File: src/rtl/sdcmd_pkg.sv
package sdcmd_pkg;
   // register byte offsets
   localparam int OFS_CLK   = 'h04;
   localparam int OFS_ARG   = 'h08;
   localparam int OFS_CMD   = 'h0C;
   localparam int OFS_RIDX  = 'h10;
   localparam int OFS_RESP0 = 'h14;
   localparam int OFS_STAT  = 'h34;
   localparam int OFS_CLR   = 'h38;

   // field positions
   localparam int CK_EN   = 8;
   localparam int CW_WAIT = 6;
   localparam int CW_LONG = 7;
   localparam int CW_GO   = 10;
   localparam int ST_CRC  = 0;
   localparam int ST_TO   = 2;
   localparam int ST_REND = 6;
   localparam int ST_SENT = 7;
   localparam int ST_ACT  = 11;

   localparam int          CRC_W    = 7;
   localparam logic [6:0]  CRC_POLY = 7'h09;

   typedef enum logic [1:0] {PH_IDLE, PH_SEND, PH_WAIT, PH_RECV} phase_e;

   typedef struct packed {
      logic crc_bad;
      logic timeout;
      logic resp_end;
      logic sent;
   } evt_t;
endpackage

File: src/rtl/sdcmd_crc7.sv
module sdcmd_crc7 #(
   parameter int         W    = 7,
   parameter logic [W-1:0] POLY = 7'h09
) (
   input  logic         clk,
   input  logic         rst_n,
   input  logic         clear,
   input  logic         feed,
   input  logic         din,
   output logic [W-1:0] crc
);
   // Feeding din equal to the MSB makes the register a plain left shift,
   // which the serializer uses to put the checksum on the line.
   always_ff @(posedge clk or negedge rst_n) begin
      if (!rst_n)     crc <= '0;
      else if (clear) crc <= '0;
      else if (feed)  crc <= {crc[W-2:0], 1'b0} ^ ((din ^ crc[W-1]) ? POLY : '0);
   end
endmodule

File: src/rtl/sdcmd_link.sv
module sdcmd_link
   import sdcmd_pkg::*;
#(
   parameter int IDX_W     = 6,
   parameter int ARG_W     = 32,
   parameter int TIMEOUT   = 64,
   parameter int SHORT_LEN = 48,
   parameter int LONG_LEN  = 136
) (
   input  logic                 clk,
   input  logic                 rst_n,
   input  logic                 tick,
   input  logic                 launch,
   input  logic                 abort,
   input  logic [IDX_W-1:0]     idx,
   input  logic [ARG_W-1:0]     arg,
   input  logic                 want_resp,
   input  logic                 want_long,
   input  logic                 cmd_in,
   output logic                 cmd_out,
   output logic                 cmd_oe,
   output logic                 active,
   output evt_t                 evt,
   output logic                 cap_short,
   output logic                 cap_long,
   output logic [LONG_LEN-3:0]  rx_frame
);
   localparam int TX_BITS = 2 + IDX_W + ARG_W + CRC_W + 1;
   localparam int CNT_W   = $clog2(LONG_LEN);
   localparam int TO_W    = $clog2(TIMEOUT);
   localparam int CI_W    = $clog2(CRC_W);

   if (TX_BITS != SHORT_LEN) begin : g_len_chk
      $error("command frame length must equal SHORT_LEN");
   end
   if (TIMEOUT < 2) begin : g_to_chk
      $error("TIMEOUT must be at least 2");
   end

   phase_e              phase_q;
   logic [CNT_W-1:0]    bcnt_q;
   logic [TX_BITS-1:0]  tx_q;
   logic                want_q, long_q;
   logic [TO_W-1:0]     wcnt_q;
   logic [LONG_LEN-2:0] rx_q, rx_next;
   logic [CRC_W-1:0]    crc;
   logic                tx_bit, crc_clear, crc_feed, crc_din, last, crc_ok;

   assign rx_next  = {rx_q[LONG_LEN-3:0], cmd_in};
   assign rx_frame = rx_next[LONG_LEN-3:0];
   assign last     = (bcnt_q == '0);

   always_comb begin
      if (bcnt_q > CNT_W'(CRC_W)) tx_bit = tx_q[TX_BITS-1];
      else if (last)              tx_bit = 1'b1;
      else                        tx_bit = crc[CRC_W-1];
   end

   assign crc_clear = launch || (tick && phase_q == PH_WAIT && !cmd_in);
   assign crc_feed  = tick && ((phase_q == PH_SEND && !last) ||
                     (phase_q == PH_RECV && !long_q && bcnt_q > CNT_W'(CRC_W)));
   assign crc_din   = (phase_q == PH_SEND) ? tx_bit : cmd_in;
   assign crc_ok    = (crc == rx_next[CRC_W:1]);

   sdcmd_crc7 #(.W(CRC_W), .POLY(CRC_POLY)) u_crc (
      .clk(clk), .rst_n(rst_n), .clear(crc_clear), .feed(crc_feed),
      .din(crc_din), .crc(crc));

   always_ff @(posedge clk or negedge rst_n) begin
      if (!rst_n) begin
         phase_q <= PH_IDLE;
         bcnt_q  <= '0;
         tx_q    <= '0;
         want_q  <= 1'b0;
         long_q  <= 1'b0;
         wcnt_q  <= '0;
         rx_q    <= '0;
      end else if (abort) begin
         phase_q <= PH_IDLE;
      end else if (launch) begin
         phase_q <= PH_SEND;
         bcnt_q  <= CNT_W'(TX_BITS - 1);
         tx_q    <= {1'b0, 1'b1, idx, arg, {CRC_W{1'b0}}, 1'b1};
         want_q  <= want_resp;
         long_q  <= want_resp && want_long;
      end else if (tick) begin
         unique case (phase_q)
            PH_SEND: begin
               tx_q <= tx_q << 1;
               if (last) begin
                  phase_q <= want_q ? PH_WAIT : PH_IDLE;
                  wcnt_q  <= '0;
               end else begin
                  bcnt_q <= bcnt_q - 1'b1;
               end
            end
            PH_WAIT: begin
               if (!cmd_in) begin
                  phase_q <= PH_RECV;
                  bcnt_q  <= long_q ? CNT_W'(LONG_LEN - 2) : CNT_W'(SHORT_LEN - 2);
               end else if (wcnt_q == TO_W'(TIMEOUT - 1)) begin
                  phase_q <= PH_IDLE;
               end else begin
                  wcnt_q <= wcnt_q + 1'b1;
               end
            end
            PH_RECV: begin
               rx_q <= rx_next;
               if (last) phase_q <= PH_IDLE;
               else      bcnt_q  <= bcnt_q - 1'b1;
            end
            default: ;
         endcase
      end
   end

   always_comb begin
      evt       = '0;
      cap_short = 1'b0;
      cap_long  = 1'b0;
      if (tick && !launch && !abort) begin
         if (phase_q == PH_SEND && last && !want_q) evt.sent = 1'b1;
         if (phase_q == PH_WAIT && cmd_in && wcnt_q == TO_W'(TIMEOUT - 1)) evt.timeout = 1'b1;
         if (phase_q == PH_RECV && last) begin
            if (long_q) begin
               cap_long     = 1'b1;
               evt.resp_end = 1'b1;
            end else begin
               cap_short    = 1'b1;
               evt.resp_end = crc_ok;
               evt.crc_bad  = !crc_ok;
            end
         end
      end
   end

   assign active  = (phase_q != PH_IDLE);
   assign cmd_oe  = (phase_q == PH_SEND);
   assign cmd_out = cmd_oe ? tx_bit : 1'b1;
endmodule

File: src/rtl/sdcmd_engine.sv
module sdcmd_engine
   import sdcmd_pkg::*;
#(
   parameter int ADDR_W       = 8,
   parameter int DATA_W       = 32,
   parameter int IDX_W        = 6,
   parameter int RESP_TIMEOUT = 64,
   parameter int RESP_WORDS   = 4
) (
   input  logic              clk,
   input  logic              rst_n,
   input  logic              bus_we,
   input  logic [ADDR_W-1:0] bus_addr,
   input  logic [DATA_W-1:0] bus_wdata,
   output logic [DATA_W-1:0] bus_rdata,
   output logic              card_clk_en,
   output logic              cmd_out,
   output logic              cmd_oe,
   input  logic              cmd_in
);
   localparam int SHORT_LEN = 2 + IDX_W + DATA_W + CRC_W + 1;
   localparam int PAY_W     = RESP_WORDS * DATA_W;
   localparam int LONG_LEN  = PAY_W + 8;

   if (DATA_W != 32) begin : g_dw_chk
      $error("DATA_W must be 32");
   end
   if (IDX_W != 6) begin : g_idx_chk
      $error("IDX_W must be 6");
   end

   logic              clk_en_q;
   logic [DATA_W-1:0] arg_q;
   logic [CW_GO-1:0]  cmdw_q;
   logic [IDX_W-1:0]  ridx_q;
   logic [DATA_W-1:0] resp_q [RESP_WORDS];
   evt_t              sticky_q, evt, clr_mask;
   logic              wr_cmd, launch, abort, link_active, cap_short, cap_long;
   logic [LONG_LEN-3:0] rx_frame;

   assign wr_cmd = bus_we && bus_addr == ADDR_W'(OFS_CMD);
   assign launch = wr_cmd && bus_wdata[CW_GO];
   assign abort  = wr_cmd && !bus_wdata[CW_GO];

   sdcmd_link #(.IDX_W(IDX_W), .ARG_W(DATA_W), .TIMEOUT(RESP_TIMEOUT),
                .SHORT_LEN(SHORT_LEN), .LONG_LEN(LONG_LEN)) u_link (
      .clk(clk), .rst_n(rst_n), .tick(clk_en_q), .launch(launch), .abort(abort),
      .idx(bus_wdata[IDX_W-1:0]), .arg(arg_q),
      .want_resp(bus_wdata[CW_WAIT]), .want_long(bus_wdata[CW_LONG]),
      .cmd_in(cmd_in), .cmd_out(cmd_out), .cmd_oe(cmd_oe), .active(link_active),
      .evt(evt), .cap_short(cap_short), .cap_long(cap_long), .rx_frame(rx_frame));

   always_comb begin
      clr_mask = '0;
      if (bus_we && bus_addr == ADDR_W'(OFS_CLR)) begin
         clr_mask.crc_bad  = bus_wdata[ST_CRC];
         clr_mask.timeout  = bus_wdata[ST_TO];
         clr_mask.resp_end = bus_wdata[ST_REND];
         clr_mask.sent     = bus_wdata[ST_SENT];
      end
   end

   always_ff @(posedge clk or negedge rst_n) begin
      if (!rst_n) begin
         clk_en_q <= 1'b0;
         arg_q    <= '0;
         cmdw_q   <= '0;
         ridx_q   <= '0;
         sticky_q <= '0;
      end else begin
         sticky_q <= (sticky_q & ~clr_mask) | evt;
         if (bus_we && bus_addr == ADDR_W'(OFS_CLK)) clk_en_q <= bus_wdata[CK_EN];
         if (bus_we && bus_addr == ADDR_W'(OFS_ARG)) arg_q    <= bus_wdata;
         if (wr_cmd)    cmdw_q <= bus_wdata[CW_GO-1:0];
         if (cap_long)  ridx_q <= rx_frame[LONG_LEN-3 -: IDX_W];
         if (cap_short) ridx_q <= rx_frame[SHORT_LEN-3 -: IDX_W];
      end
   end

   for (genvar gi = 0; gi < RESP_WORDS; gi++) begin : g_resp
      always_ff @(posedge clk or negedge rst_n) begin
         if (!rst_n)                   resp_q[gi] <= '0;
         else if (cap_long)            resp_q[gi] <= rx_frame[PAY_W-1-DATA_W*gi -: DATA_W];
         else if (cap_short && gi == 0) resp_q[gi] <= rx_frame[DATA_W+CRC_W -: DATA_W];
      end
   end

   always_comb begin
      bus_rdata = '0;
      if (bus_addr == ADDR_W'(OFS_CLK))  bus_rdata[CK_EN] = clk_en_q;
      if (bus_addr == ADDR_W'(OFS_ARG))  bus_rdata = arg_q;
      if (bus_addr == ADDR_W'(OFS_CMD))  bus_rdata = {{(DATA_W-CW_GO-1){1'b0}}, link_active, cmdw_q};
      if (bus_addr == ADDR_W'(OFS_RIDX)) bus_rdata = {{(DATA_W-IDX_W){1'b0}}, ridx_q};
      if (bus_addr == ADDR_W'(OFS_STAT)) begin
         bus_rdata[ST_CRC]  = sticky_q.crc_bad;
         bus_rdata[ST_TO]   = sticky_q.timeout;
         bus_rdata[ST_REND] = sticky_q.resp_end;
         bus_rdata[ST_SENT] = sticky_q.sent;
         bus_rdata[ST_ACT]  = link_active;
      end
      for (int i = 0; i < RESP_WORDS; i++)
         if (bus_addr == ADDR_W'(OFS_RESP0 + 4 * i)) bus_rdata = resp_q[i];
   end

   assign card_clk_en = clk_en_q;
endmodule

File: config.mk
export PLATFORM = sky130hd
export DESIGN_NAME = sdcmd_engine
export DESIGN_NICKNAME = d
export VERILOG_FILES = /design/src/rtl/sdcmd_pkg.sv /design/src/rtl/sdcmd_crc7.sv /design/src/rtl/sdcmd_link.sv /design/src/rtl/sdcmd_engine.sv
export SDC_FILE = /design/constraint.sdc
export NUM_CORES = 1
export LEC_CHECK = 0
export BUFFER_PORTS_ARGS = -buffer_cell sky130_fd_sc_hd__buf_2
export CORE_ASPECT_RATIO = 1.5
export CORE_UTILIZATION = 31
export DETAILED_ROUTE_END_ITERATION = 7
export GPL_ROUTABILITY_DRIVEN = 0
export SLEW_MARGIN = 20
export SYNTH_ARGS = -nofsm -noshare
export SYNTH_HDL_FRONTEND = slang
export SYNTH_SLANG_ARGS = --single-unit
File: constraint.sdc
create_clock -name clk -period 2.4 [get_ports clk]
set_clock_uncertainty 0.05 [all_clocks]
set_input_delay 0.36 -clock clk [delete_from_list [all_inputs] [get_ports clk]]
set_output_delay 0.36 -clock clk [all_outputs]
set_load 0.02 [all_outputs]
==> results.toml, run 1 <==
[status]
outcome = "finished with violations"
violations = "DRC, setup timing"

[yosys]
ys_seq_elements = 387
synthXorXnorAreaFrac_pct = 0.363
yosysMostFrequentCell = "dfrtp_1"
synthTopCellsByArea = "dfrtp_1, mux2_2, nand2_1, mux2i_1, mux2_1"
synth_top_family_by_area = "multiplexers"
synthAdderAreaFrac_pct = 0.223
yosys-top-cells-count = "dfrtp_1, mux2_2, nand2_1"
synth_cell_types = 68
ys_seq_area_share_pct = 57.4
synth.avg_cell_area_um2 = 12.3
synth_top_area_cell = "dfrtp_1"
ys.flop_type = "dfrtp_1"
syn-num-nets = 1421
synthMuxAreaShare_pct = 21.4
yosysWarnings = 0
netlist_instances = 1374
synth_area_um2 = 16900
synth_compound_area_share_pct = 9.39
ys_async_sr_fraction_pct = 100
yosysTopAreaCellShare_pct = 57.4
synth-simple-area-share_pct = 8.64
synth_edf_count = 0

[sta]
fin_hold_ws_ps = 22.2
max_slew_margin_pct = 48.3
grt_setup_unrepaired = "yes"
fmax_ghz = 0.413
setup_violations = 1
hold_viol_final = 0
setup_tns_ps = -24.0
worst_slew_pin_slew_ps = 774
timing.final.crit_share_pct = 101
period_minus_slack_ps = 2420
timing.final.ws_setup_ps = -24.0
slew_violations = 0

[pwr]
p_seq_share_pct = 47.3
p_switching_mw = 3.35
powerDensity_nw_per_um2 = 673
finalPower_mw = 14.4
power_frac_comb_pct = 7.7
p_sw_share_pct = 23.3
clkPwrFrac_pct = 44.9
internal_power_mw = 11.0
vdd_drop_max_v = 0.000399
leakagePower_nw = 10.3

[global_route]
grt_first_pass_wirelength_um = 71100
grt_max_degree = 83
grt_usage_pct = 16.6
antenna_found_initial = 0
grt_pass1_vias = 12200
grt-ovfl-total = 0

[clock_tree]
ctsRootBufferMaster = "clkbuf_16"
cts.sinks = 387
cts_buffers = 38
h-tree-depth = 2
clk_pin_slew_ps = 70
insertion_delay_ps = 550
cts_tree = "yes"
clockBufferDepth = 3

[setup_path]
arrival_ps = 2010
cp-start-kind = "flip-flop"
critical_path.max_fanout = 2
slowest_delay_ps = 390
worstPathCellList = "inv_2 > ha_4 > or3b_4 > nor4b_2 > o21ai_1 > buf_4"
regToRegStartpoint = "u_link.bcnt_q[7]"
crit_type = "reg -> out"
crit_start = "u_link.bcnt_q[1]"
slowest_stage = "dfrtp_1"
crit_path_end_kind = "output pin"
worstPathRequired_ps = 1990

[final_layout]
multiInputGateArea_um2 = 7160
final_layout_size_suffix_gt1_share_pct = 37.4
n_fill_cell = 5019
diodes = 0
final_area_um2 = 21400
seqCellArea_um2 = 9690
final_cells = 2297
utilization_pct = 39.7
area_growth_pct = 26.6
nNetsFinal = 1628

[routing]
wl_um = 46100
via_per_inst = 5.16
firstDrtPassIters = 8
drc_errors = 16
vias = 11800
drtAntennaViolNets = 0
drt_iter0_markers = 918
wl_per_cell_um = 20.1

[place]
place_ws_ps = -416
dp_hpwl_um = 31600
dpl_cell_area_um2 = 18900
dpl.cell_count = 2172
io_buffer_count = 78

[die]
coreArea_um2 = 53700
start_util_pct = 31.4
pin_count = 79
dieWidth_um = 192
dieHeight_um = 288
fp-row-count = 104
die_area_um2 = 55400

[min_path]
min_from = "bus_wdata[17]"
worstHoldPathType = "in -> reg"

[job]
drv_cap = 0
-- registers in the layout, summed over array words and instances (netlist names) --
signal / cells
arg_q: 32
ridx_q: 6
u_link.bcnt_q: 8
u_link.phase_q: 2
card_clk_en: 1
u_link.want_q: 1
u_link.u_crc.crc: 7
sticky_q: 4
u_link.tx_q: 48
u_link.wcnt_q: 6
u_link.rx_q: 133
resp_q: 128
u_link.long_q: 1
cmdw_q: 10
-- cell families after synthesis --
kind of cell | Yosys count
multiplexers | 326
XOR/XNOR | 7
buffers and inverters | 93
AND/OR/NAND/NOR | 324
flip-flops | 387
AO/OA/AOI/OAI | 234
adder cells (fa/ha/maj) | 3
-- layout make-up --
cell class                 instances  share of cell area (%)
clock buffer                      49                    4.83
clock inverter                    18                    1.46
inverter                           9                   0.158
multi-input combinational        895                    33.5
sequential                       387                    45.4
tap                              689                    4.04
timing repair buffer             250                    10.6
-- final timing paths --
| check | slack [ps] | cells past startpoint | end |
|---|---|---|---|
| min | 20 | 2 | arg_q[17] |
| max in group asynchronous | 1180 | 3 | arg_q[11] |
| max | -20 | 6 | cmd_out |
| min in group asynchronous | 290 | 2 | u_link.rx_q[66] |
| max reg2reg | 120 | 7 | resp_q[67] |
| min reg2reg | 430 | 2 | u_link.tx_q[25] |
-- power groups by stage --
stage	clock network, mW	registers (mW)	logic, mW
2_1_floorplan	0	6.87	0.445
3_3_place_gp	0	6.92	0.864
3_5_place_dp	0	6.93	0.881
4_1_cts	6.64	6.80	1.03
5_1_grt	6.87	6.82	1.20
6_report	6.46	6.81	1.11
-- critical path: cells and delay by family (launching register included) --
family	cells	cell delay [ps]
buffers and inverters	2	240
AO/OA/AOI/OAI	1	140
flip-flops	1	390
AND/OR/NAND/NOR	2	530
adder cells (fa/ha/maj)	1	140
-- what timing repair did --
item / CTS / global route
gates resized for setup: 103 / 41
hold buffers: 20 / 0
endpoints found under the hold margin: 68 / 0
endpoints found under the setup margin: 33 / 95
pin swaps: 32 / 31
gates cloned: 1 / 3
buffers inserted: 23 / 20
-- placed cells by master (no fill, tap or decap), drive strengths merged, types with 10 or more instances in the layout --
| cell | synthesis | final |
|---|---|---|
| dfrtp | 387 | 387 |
| nand3 | 13 | 13 |
| a22o | 11 | 11 |
| clkbuf | 43 | 52 |
| dlygate4sd3 | 0 | 20 |
| a222oi | 20 | 20 |
| nand2 | 149 | 149 |
| mux2i | 52 | 52 |
| mux2 | 274 | 274 |
| a22oi | 54 | 54 |
| inv | 9 | 11 |
| buf | 41 | 227 |
| o21ai | 36 | 36 |
| a31oi | 10 | 10 |
| a21oi | 64 | 64 |
| nor2 | 106 | 106 |
-- metal layers --
layer  global-route usage [%]  routed length [um]
met4                     6.91                1900
met5                        0                   0
met3                     2.22                1930
met2                     30.5               24300
met1                     19.1               17900
Note: power is estimated with default switching activity, not from simulation.
==> inputs of run 2 (changes only) <==
--- a/config.mk
+++ b/config.mk
@@ -13,4 +13,5 @@
 export SLEW_MARGIN = 20
 export SYNTH_ARGS = -nofsm -noshare
 export SYNTH_HDL_FRONTEND = slang
+export SYNTH_HIERARCHICAL = 1
 export SYNTH_SLANG_ARGS = --single-unit
==> run 2 against run 1 <==
Compared with the run above:
- the run ends with setup timing left
- area after synthesis up 3.9%
- combinational power grew 38%
- via count rose by 15%
==> results.toml, run 2 <==
[routing]
wl_per_cell_um = 19.0
drtAntennaViolNets = 0
drc_errors = 0
via_per_inst = 5.03
vias = 13700
wl_um = 51700
firstDrtPassIters = 6
drt_iter0_markers = 1112

[yosys]
synth_top_area_cell = "dfrtp_1"
yosys-top-cells-count = "nand2_1, dfrtp_1, mux2_2"
synth_top_family_by_area = "simple AND/OR/NAND/NOR gates"
synthXorXnorAreaFrac_pct = 0.400
ys_seq_elements = 387
synthAdderAreaFrac_pct = 0.500
syn-num-nets = 1819
synth.avg_cell_area_um2 = 9.91
synth-simple-area-share_pct = 17.9
yosysMostFrequentCell = "nand2_1"
ys.flop_type = "dfrtp_1"
synth_area_um2 = 17500
synth_edf_count = 0
ys_async_sr_fraction_pct = 100
synth_compound_area_share_pct = 8.58
ys_seq_area_share_pct = 55.3
synthMuxAreaShare_pct = 14.0
synth_cell_types = 71
yosysWarnings = 6
netlist_instances = 1768
yosysTopAreaCellShare_pct = 55.3
synthTopCellsByArea = "dfrtp_1, nand2_1, mux2_2, mux2i_1, o21ai_0"

[global_route]
grt_usage_pct = 17.9
grt_max_degree = 111
antenna_found_initial = 0
grt-ovfl-total = 0
grt_pass1_vias = 14100
grt_first_pass_wirelength_um = 80500

[status]
violations = "setup timing"
outcome = "finished with violations"

[final_layout]
final_area_um2 = 22300
top_regs = "u_link/rx_q: 133 flops, resp_q: 128 flops, u_link/tx_q: 48 flops"
top_register = "u_link/rx_q"
final_common_cell = "nand2_1"
final_layout_size_suffix_gt1_share_pct = 28.1
n_fill_cell = 5329
final_cells = 2717
diodes = 0
area_growth_pct = 27.3
mostFrequentLayoutCells = "nand2_1, dfrtp_1, mux2_2"
utilization_pct = 40.0
largest_reg_flops = 133
nNetsFinal = 1982

[setup_path]
slowest_stage = "dfrtp_1"
worstPathRequired_ps = 1990
regToRegStartpoint = "u_link/bcnt_q[5]"
crit_start = "u_link/phase_q[1]"
cp-start-kind = "flip-flop"
worstPathCellList = "inv_2 > ha_4 > inv_4 > buf_4 > nor2b_2 > nor3_2 > o22ai_2 > a21oi_4 > buf_6"
r2r-end = "resp_q[26]"
r2r_cells = 8
crit_path_end_kind = "output pin"
r2r_slack_ps = 50
critPathBufInv = 4
crit_type = "reg -> out"
slowest_delay_ps = 420
path_delay_family = "flip-flops"
critical_path.max_fanout = 4
arrival_ps = 2160

[sta]
period_minus_slack_ps = 2570
hold_viol_final = 0
fmax_ghz = 0.388
timing.final.ws_setup_ps = -175
max_slew_margin_pct = 57.1
worst_slew_pin_slew_ps = 644
timing.final.crit_share_pct = 107
slew_violations = 0
grt_setup_unrepaired = "yes"
setup_violations = 30

[die]
fp-row-count = 106
die_area_um2 = 57500
dieHeight_um = 293
start_util_pct = 31.4
coreArea_um2 = 55800
pin_count = 79
dieWidth_um = 196

[clock_tree]
ctsRootBufferMaster = "clkbuf_16"
h-tree-depth = 2
insertion_delay_ps = 560
cts_tree = "yes"
clockBufferDepth = 3
cts_buffers = 38
clk_pin_slew_ps = 70
cts.sinks = 387

[min_path]
hold_depth = 2
worstHoldPathType = "in -> reg"
hold_path_end = "arg_q[5]"
min_from = "bus_wdata[5]"

[pwr]
leakagePower_nw = 10.5
powerDensity_nw_per_um2 = 658
vdd_drop_max_v = 0.000419
finalPower_mw = 14.7

[job]
drv_cap = 0

[place]
dpl_cell_area_um2 = 19600
dpl.cell_count = 2608
dp_hpwl_um = 34200
io_buffer_count = 78
place_ws_ps = -493
[run 2: cell count changes after synthesis, sizes merged, moves of 6 or more]
cell    before  now
nand2      149  550
mux2       274  138
o21ai       36  121
a22oi       54    4
mux2i       52   89
clkbuf      43   75
nor2       106   74
nor4         3   25
a222oi      20    0
inv          9   27
a22o        11    1
nor3         7   16
nand3       13   21
o22ai        7   13
[run 2: worst max-delay path by stage]
stage / endpoint / slack [ps] / depth (start not counted)
2_1_floorplan: resp_q[89] / -210 / 14
4_1_cts: bus_rdata[10] / -180 / 9
3_5_place_dp: bus_rdata[26] / -490 / 7
6_report: bus_rdata[11] / -170 / 9
3_3_place_gp: bus_rdata[26] / -510 / 7
5_1_grt: bus_rdata[10] / -270 / 9
[run 2: power by group]
part	total [mW]	switching (mW)	leakage, nW	internal, mW
clock	6.31	2.71	0.634	3.60
combinational	1.53	0.895	4.57	0.631
sequential	6.86	0.172	5.33	6.69
[run 2: cells by family (layout without fill, tap and decap cells)]
kind of cell    count (synthesis)  in the layout
flops                         387            387
fa+ha+maj                       7              7
simple gates                  745            748
mux                           227            227
buf+inv                       141            331
compound gates                253            253
xor+xnor                        8              8
[run 2: routing by layer]
| metal | part of all wire, % | global-route usage, % | wire length (um) |
|---|---|---|---|
| met5 | 0 | 0 | 0 |
| met4 | 4.3 | 9.03 | 2210 |
| met3 | 3.4 | 1.88 | 1740 |
| met2 | 52 | 31.7 | 26700 |
| met1 | 41 | 21.5 | 21100 |
[run 2: what timing repair did]
item / CTS / global route
gates resized for setup: 109 / 108
pin swaps: 18 / 34
endpoints found under the hold margin: 94 / 0
endpoints found under the setup margin: 141 / 105
setup buffers: 8 / 8
gates cloned: 5 / 2
hold buffers: 18 / 0
[run 2: cell type report]
class | instances | area, um2 | area share (%)
Multi-Input combinational cell | 1243 | 8030 | 36.0
Sequential cell | 387 | 9690 | 43.4
Timing Repair Buffer | 234 | 2230 | 9.99
Tap cell | 756 | 946 | 4.24
Clock inverter | 15 | 194 | 0.869
Clock buffer | 55 | 1120 | 5.00
Inverter | 27 | 106 | 0.477
[run 2: through the flow]
stage | setup TNS [ps] | hold WS (ps)
6_report | -2680 | 18.9
3_5_place_dp | -32790 | 182
5_1_grt | -3480 | 20.3
3_3_place_gp | -23040 | 181
4_1_cts | -2990 | 2.38
2_1_floorplan | -19280 | 14.4
